$ cat config.mk
export PLATFORM = sky130hd
export DESIGN_NAME = lane_bank_regs
export DESIGN_NICKNAME = d
export VERILOG_FILES = /design/src/rtl/lanebank_pkg.sv /design/src/rtl/lb_route.sv /design/src/rtl/lb_page.sv /design/src/rtl/lb_rd_fsm.sv /design/src/rtl/lane_bank_regs.sv
export SDC_FILE = /design/constraint.sdc
export NUM_CORES = 2
export LEC_CHECK = 0
export BUFFER_PORTS_ARGS = -buffer_cell sky130_fd_sc_hd__buf_4
export CORE_UTILIZATION = 40
export DETAILED_ROUTE_END_ITERATION = 6
export SETUP_SLACK_MARGIN = 0.1
export SLEW_MARGIN = 20
export SYNTH_ARGS = -nofsm -noshare
export SYNTH_HDL_FRONTEND = slang
export SYNTH_SLANG_ARGS = --single-unit
$ cat constraint.sdc
create_clock -name clk -period 8.5 [get_ports clk]
set_clock_uncertainty 0.2 [all_clocks]
set_input_delay 1.7 -clock clk [delete_from_list [all_inputs] [get_ports clk]]
set_output_delay 1.7 -clock clk [all_outputs]
set_load 0.02 [all_outputs]
$ cat src/rtl/lanebank_pkg.sv
package lanebank_pkg;
    localparam int unsigned DATA_W = 8;
    localparam int unsigned ADDR_W = 8;
    localparam logic [ADDR_W-1:0] ADDR_LANESEL = 8'hFC;
    localparam logic [ADDR_W-1:0] ADDR_PAGECTL = 8'hFF;
    localparam int unsigned PCTL_LANE_BIT  = 0;
    localparam int unsigned PCTL_BCAST_BIT = 1;

    typedef enum logic {
        RD_IDLE = 1'b0,
        RD_RESP = 1'b1
    } rd_state_e;

    function automatic logic [DATA_W-1:0] mask_merge(
        input logic [DATA_W-1:0] old_v,
        input logic [DATA_W-1:0] new_v,
        input logic [DATA_W-1:0] mask
    );
        return (old_v & ~mask) | (new_v & mask);
    endfunction
endpackage

$ cat src/rtl/lb_route.sv
module lb_route #(
    parameter int unsigned NUM_LANES  = 8,
    parameter int unsigned PAGE_DEPTH = 32,
    localparam int unsigned LW    = (NUM_LANES > 1) ? $clog2(NUM_LANES) : 1,
    localparam int unsigned IDX_W = (PAGE_DEPTH > 1) ? $clog2(PAGE_DEPTH) : 1
) (
    input  logic                               wr_en,
    input  logic [lanebank_pkg::ADDR_W-1:0]    addr,
    input  logic                               lane_mode,
    input  logic                               bcast,
    input  logic [NUM_LANES-1:0]               lanesel,
    output logic                               in_page,
    output logic [IDX_W-1:0]                   page_idx,
    output logic                               shared_we,
    output logic [NUM_LANES-1:0]               lane_we,
    output logic [LW-1:0]                      lo_lane,
    output logic                               lo_found
);
    always_comb begin
        lo_found = 1'b0;
        lo_lane  = '0;
        for (int i = NUM_LANES - 1; i >= 0; i--) begin
            if (lanesel[i]) begin
                lo_found = 1'b1;
                lo_lane  = LW'(i);
            end
        end
    end

    assign in_page   = (32'(addr) < PAGE_DEPTH);
    assign page_idx  = addr[IDX_W-1:0];
    assign shared_we = wr_en && in_page && !lane_mode;

    always_comb begin
        for (int i = 0; i < NUM_LANES; i++) begin
            lane_we[i] = wr_en && in_page && lane_mode &&
                         (bcast ? lanesel[i] : (lo_found && (lo_lane == LW'(i))));
        end
    end
endmodule

$ cat src/rtl/lb_page.sv
module lb_page #(
    parameter int unsigned DEPTH  = 32,
    parameter int unsigned DATA_W = 8,
    localparam int unsigned IDX_W = (DEPTH > 1) ? $clog2(DEPTH) : 1
) (
    input  logic              clk,
    input  logic              rst_n,
    input  logic              we,
    input  logic [IDX_W-1:0]  idx,
    input  logic [DATA_W-1:0] wdata,
    input  logic [DATA_W-1:0] wmask,
    output logic [DATA_W-1:0] rd_data
);
    logic [DATA_W-1:0] regs [DEPTH];

    always_ff @(posedge clk) begin
        if (!rst_n) begin
            for (int i = 0; i < DEPTH; i++) regs[i] <= '0;
        end else if (we) begin
            regs[idx] <= lanebank_pkg::mask_merge(regs[idx], wdata, wmask);
        end
    end

    assign rd_data = regs[idx];

    // bits outside the mask survive a write
    assert_unmasked_hold_R1: assert property (@(posedge clk) disable iff (!rst_n)
        we |=> ((regs[$past(idx)] & ~$past(wmask)) == ($past(regs[idx]) & ~$past(wmask))));
endmodule

$ cat src/rtl/lb_rd_fsm.sv
module lb_rd_fsm #(
    parameter int unsigned DATA_W = 8
) (
    input  logic              clk,
    input  logic              rst_n,
    input  logic              rd_en,
    input  logic [DATA_W-1:0] rd_value,
    output logic [DATA_W-1:0] rdata,
    output logic              rd_valid
);
    import lanebank_pkg::*;

    rd_state_e state_q, state_d;
    logic [DATA_W-1:0] rdata_q;

    always_comb begin
        unique case (state_q)
            RD_IDLE: state_d = rd_en ? RD_RESP : RD_IDLE;
            RD_RESP: state_d = rd_en ? RD_RESP : RD_IDLE;
            default: state_d = RD_IDLE;
        endcase
    end

    always_ff @(posedge clk) begin
        if (!rst_n) state_q <= RD_IDLE;
        else        state_q <= state_d;
    end

    always_ff @(posedge clk) begin
        if (!rst_n)     rdata_q <= '0;
        else if (rd_en) rdata_q <= rd_value;
    end

    assign rdata    = rdata_q;
    assign rd_valid = (state_q == RD_RESP);

    // response one cycle after the strobe, and only then
    assert_valid_follows_R9: assert property (@(posedge clk) disable iff (!rst_n)
        rd_en |=> rd_valid);
    assert_valid_drops_R9: assert property (@(posedge clk) disable iff (!rst_n)
        !rd_en |=> !rd_valid);
endmodule

$ cat src/rtl/lane_bank_regs.sv
module lane_bank_regs #(
    parameter int unsigned NUM_LANES  = 8,
    parameter int unsigned PAGE_DEPTH = 32,
    parameter logic [7:0]  LANESEL_RST = 8'h01,
    localparam int unsigned DW    = lanebank_pkg::DATA_W,
    localparam int unsigned LW    = (NUM_LANES > 1) ? $clog2(NUM_LANES) : 1,
    localparam int unsigned IDX_W = (PAGE_DEPTH > 1) ? $clog2(PAGE_DEPTH) : 1
) (
    input  logic          clk,
    input  logic          rst_n,
    input  logic          wr_en,
    input  logic          rd_en,
    input  logic [7:0]    addr,
    input  logic [7:0]    wdata,
    input  logic [7:0]    wmask,
    output logic [7:0]    rdata,
    output logic          rd_valid
);
    import lanebank_pkg::*;

    logic [DW-1:0]        lanesel_q, pagectl_q;
    logic                 lsel_we, pctl_we;
    logic                 in_page, shared_we, lo_found;
    logic [IDX_W-1:0]     page_idx;
    logic [NUM_LANES-1:0] lane_we;
    logic [LW-1:0]        lo_lane;
    logic [DW-1:0]        shared_rd;
    logic [DW-1:0]        lane_rd [NUM_LANES];
    logic [DW-1:0]        rd_value;

    assign lsel_we = wr_en && (addr == ADDR_LANESEL);
    assign pctl_we = wr_en && (addr == ADDR_PAGECTL);

    always_ff @(posedge clk) begin
        if (!rst_n) begin
            lanesel_q <= LANESEL_RST;
            pagectl_q <= '0;
        end else begin
            if (lsel_we) lanesel_q <= mask_merge(lanesel_q, wdata, wmask);
            if (pctl_we) pagectl_q <= mask_merge(pagectl_q, wdata, wmask);
        end
    end

    lb_route #(.NUM_LANES(NUM_LANES), .PAGE_DEPTH(PAGE_DEPTH)) u_route (
        .wr_en     (wr_en),
        .addr      (addr),
        .lane_mode (pagectl_q[PCTL_LANE_BIT]),
        .bcast     (pagectl_q[PCTL_BCAST_BIT]),
        .lanesel   (lanesel_q[NUM_LANES-1:0]),
        .in_page   (in_page),
        .page_idx  (page_idx),
        .shared_we (shared_we),
        .lane_we   (lane_we),
        .lo_lane   (lo_lane),
        .lo_found  (lo_found)
    );

    lb_page #(.DEPTH(PAGE_DEPTH), .DATA_W(DW)) u_shared (
        .clk     (clk),
        .rst_n   (rst_n),
        .we      (shared_we),
        .idx     (page_idx),
        .wdata   (wdata),
        .wmask   (wmask),
        .rd_data (shared_rd)
    );

    for (genvar g = 0; g < NUM_LANES; g++) begin : g_lane
        lb_page #(.DEPTH(PAGE_DEPTH), .DATA_W(DW)) u_lane (
            .clk     (clk),
            .rst_n   (rst_n),
            .we      (lane_we[g]),
            .idx     (page_idx),
            .wdata   (wdata),
            .wmask   (wmask),
            .rd_data (lane_rd[g])
        );
    end

    always_comb begin
        if (addr == ADDR_LANESEL)          rd_value = lanesel_q;
        else if (addr == ADDR_PAGECTL)     rd_value = pagectl_q;
        else if (!in_page)                 rd_value = '0;
        else if (pagectl_q[PCTL_LANE_BIT]) rd_value = lo_found ? lane_rd[lo_lane] : '0;
        else                               rd_value = shared_rd;
    end

    lb_rd_fsm #(.DATA_W(DW)) u_rd (
        .clk      (clk),
        .rst_n    (rst_n),
        .rd_en    (rd_en),
        .rd_value (rd_value),
        .rdata    (rdata),
        .rd_valid (rd_valid)
    );

    // without broadcast at most one lane page is written
    assert_single_lane_R5: assert property (@(posedge clk) disable iff (!rst_n)
        !pagectl_q[PCTL_BCAST_BIT] |-> $onehot0(lane_we));
    // no lane outside the selection is written
    assert_lane_in_select_R4: assert property (@(posedge clk) disable iff (!rst_n)
        (lane_we & ~lanesel_q[NUM_LANES-1:0]) == '0);
    // shared and lane pages never written together
    assert_page_exclusive_R3: assert property (@(posedge clk) disable iff (!rst_n)
        !(shared_we && (lane_we != '0)));
    // unmapped addresses write nothing
    assert_no_ghost_write_R10: assert property (@(posedge clk) disable iff (!rst_n)
        (wr_en && !in_page) |-> (!shared_we && (lane_we == '0)));
endmodule

==> summary.txt <==
Global routing
  – Largest net degree at the start of global routing: around 110
  – First-pass GRT wire length: 484000 um
  – Vias in the first global route: 64400
  – Initial antenna violation count: 29
  – Total GRT Usage: 26.3%
  – Total grt overflow: 0

Routing
  – Via density: a little over 6
  – Starting DRT DRC Count: 9075
  – Wire per inst: 30.8 um
  – DRT antenna net count: 0
  – Router iterations before antenna repair: 6
  – Final WL: around 340000 um
  – Vias: approximately 68000
  – Drt drc: 4

Placed design
  – Routability cong.: between 0.9 and 1
  – Port bufs: 36
  – DP HPWL: 223000 um
  – Pre-CTS WS: around 2.4 ns

Setup path
  – R2R setup slack: roughly 3.8 ns
  – Crit path buffers/inverters: 3
  – Crit-path cells: buf_4, and4bb_2, buf_4, a22oi_1, nand4_1, nor3_1, nor2_2, buf_4, nor2_1
  – Crit path DAT: 5.73 ns
  – Setup crit end kind: register
  – CP max stage cell: nor2_2
  – Worst EP required: 8.90 ns
  – CP max FO: 48
  – Max incr delay on CP: 0.82 ns
  – Crit path kind: in -> reg
  – Worst path most repeated cell: buf_4
  – CP Launch Type: input port
  – Top delay family on crit path: simple AND/OR/NAND/NOR gates

Synth
  – Synth warn: 0
  – Ranking of synthesized cells by area: edfxtp_1 67%, nor2_1 7.9%, mux2i_1 6.3%, mux4_2 5.6%, a22oi_1 2.1%
  – Synth Instances: a little under 8000
  – Synth Area per Inst: 13.3 um2
  – Syn_nets: 7748
  – Post-synth top area share: 67.4%
  – Post-synthesis sequential area ratio: just under 70%
  – Count of cell types in the netlist: 74
  – Post-Syn Area: 103000 um2
  – Top FF cell, synth: edfxtp_1
  – EDFF count, synth: 2304
  – Register bit total from synthesis: 2329
  – Leading area contributor after synthesis: edfxtp_1
  – Share of synthesized registers carrying an async set or reset: 0%

Finish
  – Area growth, synth to finish: 10.8%
  – Final-stage net count: ~7600
  – Most frequent cells in the layout: 2304 x edfxtp_1, 2090 x nor2_1, 642 x mux2i_1
  – Layout cells sized above 1: 11.9%
  – Filler cells: 22800
  – Most common cell after layout, fill and taps aside: edfxtp_1

Power
  – Flop pwr share: 51.9%
  – Power Internal: between 15 and 20 mW
  – Peak VDD IR: 0.260 mV
  – NetSw: ~6.3 mW
  – Pwr/cell area: 221 nW/um2
  – Leak: 39.9 nW
  – Combinational Power Share: 8.8%
  – Clk pwr share: 39.3%
  – Total power: 25.2 mW
  – Sw frac: 24.8%

Clock tree
  – TritonCTS clock tree: done
  – Number of setup buffers added after CTS: 0
  – CTS Buf Count: roughly 230
  – Maximum root-to-sink buffer count: 3
  – Clock Sinks: 2329
  – Clock root cell: clkbuf_16
  – Clk Latency, worst-skew pair: 0.93 ns
  – CTS resizes: 0
  – Hold-fix buffers, CTS: 0
  – H-tree levels: 4
  – Clock-pin slew on the worst setup and hold paths: around 0.060 ns

STA
  – Min cycle time layout: roughly 5.3 ns
  – Final Hold Fails: 0
  – RSZ-0062 raised after global routing: false
  – Least-Margin Pin Slew: 1.29 ns
  – Final setup viols: 0
  – Pins Over Slew Limit: 0
  – Slew headroom: between 10% and 20%
  – Worst Setup Slack, final: between 3 and 4 ns
  – Setup TNS: 0 ns
  – Fin crit share: 62.7%
  – Fmax: 0.188 GHz

Run
  – Max cap viols: 0

Hold path
  – Hold Crit Class: reg -> reg

Die
  – Core footprint: 255000 um2
  – Starting Density: 40.3%
  – Ports: 37
  – Die area: 259000 um2
  – Die W: 509 um
  – Die Y: about 510 um
  – Rows: 185

Run status
  – Status: finished with violations
  – Failing checks: DRC
==> worst reg2reg max path, cell delays in order, from the launching register on <==
cell and delay, ns:
dfxtp_1 0.47, nor2_1 0.08, o31ai_2 0.37, nand2_1 0.28
nor2_2 0.61, a22o_1 0.28, nand2_4 0.42, buf_4 0.60
o21ai_0 0.99
==> registers in the layout, indices dropped and copies added (netlist names), named ones only <==
| name | cells |
|---|---|
| g_lane.u_lane.regs | 2048 |
| u_rd.rd_valid | 1 |
| u_rd.rdata | 8 |
| u_shared.regs | 256 |
==> final cells by class <==
| class | count | area, um2 | share of cell area (%) |
|---|---|---|---|
| inverters | 13 | 48.8 | 0.0429 |
| diodes | 27 | 67.6 | 0.0594 |
| flip-flops and latches | 2329 | 69700 | 61.2 |
| multi-input cells | 4791 | 30700 | 27.0 |
| repair buffers | 221 | 1940 | 1.70 |
| well taps | 3366 | 4210 | 3.70 |
| clock inverters | 131 | 1120 | 0.981 |
| clock buffers | 288 | 6040 | 5.30 |
==> power groups by stage <==
stage | clock [mW] | combinational (mW) | sequential (mW)
floorplan | 0 | 1.26 | 13.3
global placement | 0 | 2.13 | 13.3
detailed placement | 0 | 2.16 | 13.3
CTS | 9.95 | 2.16 | 13.1
global route | 10.4 | 2.26 | 13.1
finish | 9.91 | 2.22 | 13.1
==> logic make-up (layout without fill, tap and decap cells) <==
| group | Yosys count | after routing | share of synthesized area, % |
|---|---|---|---|
| buffers and inverters | 600 | 653 | 2.95 |
| muxes | 900 | 900 | 11.9 |
| and+or+nand+nor | 3256 | 3256 | 13.0 |
| DFF | 2329 | 2329 | 67.9 |
| other | 0 | 27 | 0 |
| AOI/OAI and AO/OA | 635 | 635 | 4.25 |
==> through the flow <==
stage          cells  utilization (%)  area [um2]  hold WS (ns)
6_report       11200             44.7      114000         0.278
5_1_grt        11200             44.7      114000         0.288
4_1_cts        11100             44.6      114000         0.272
3_5_place_dp   10700             41.8      107000         0.263
3_3_place_gp   10700             41.8      106000         0.256
2_1_floorplan   7720                -      103000         0.244
==> Yosys cell counts, drive strengths merged, types with 49 or more instances <==
library cell	number
edfxtp	2304
o22ai	169
nand2	573
mux4	256
clkbuf	163
nand4	68
a21oi	49
a22oi	291
mux2i	644
nand3	49
o21ai	55
nor3	264
buf	424
nor2	2158
==> layer usage <==
metal	global-route usage (%)	vias to the layer above	routed length, um
met3	6.94	829	40700
met4	14.9	18	20900
met2	39.3	4392	154000
met5	0	-	117
met1	34.7	34600	129000
li1	-	28300	-
==> path summary, 6_finish.rpt <==
kind / startpoint / to / depth (start not counted)
setup / recovery: addr[2] / g_lane[0].u_lane.regs[13][1] / 9
hold / removal: register / register / 2
setup reg to reg: register / g_lane[2].u_lane.regs[25][5] / 8
hold reg to reg: register / register / 2
Note: power is estimated with default switching activity, not from simulation.
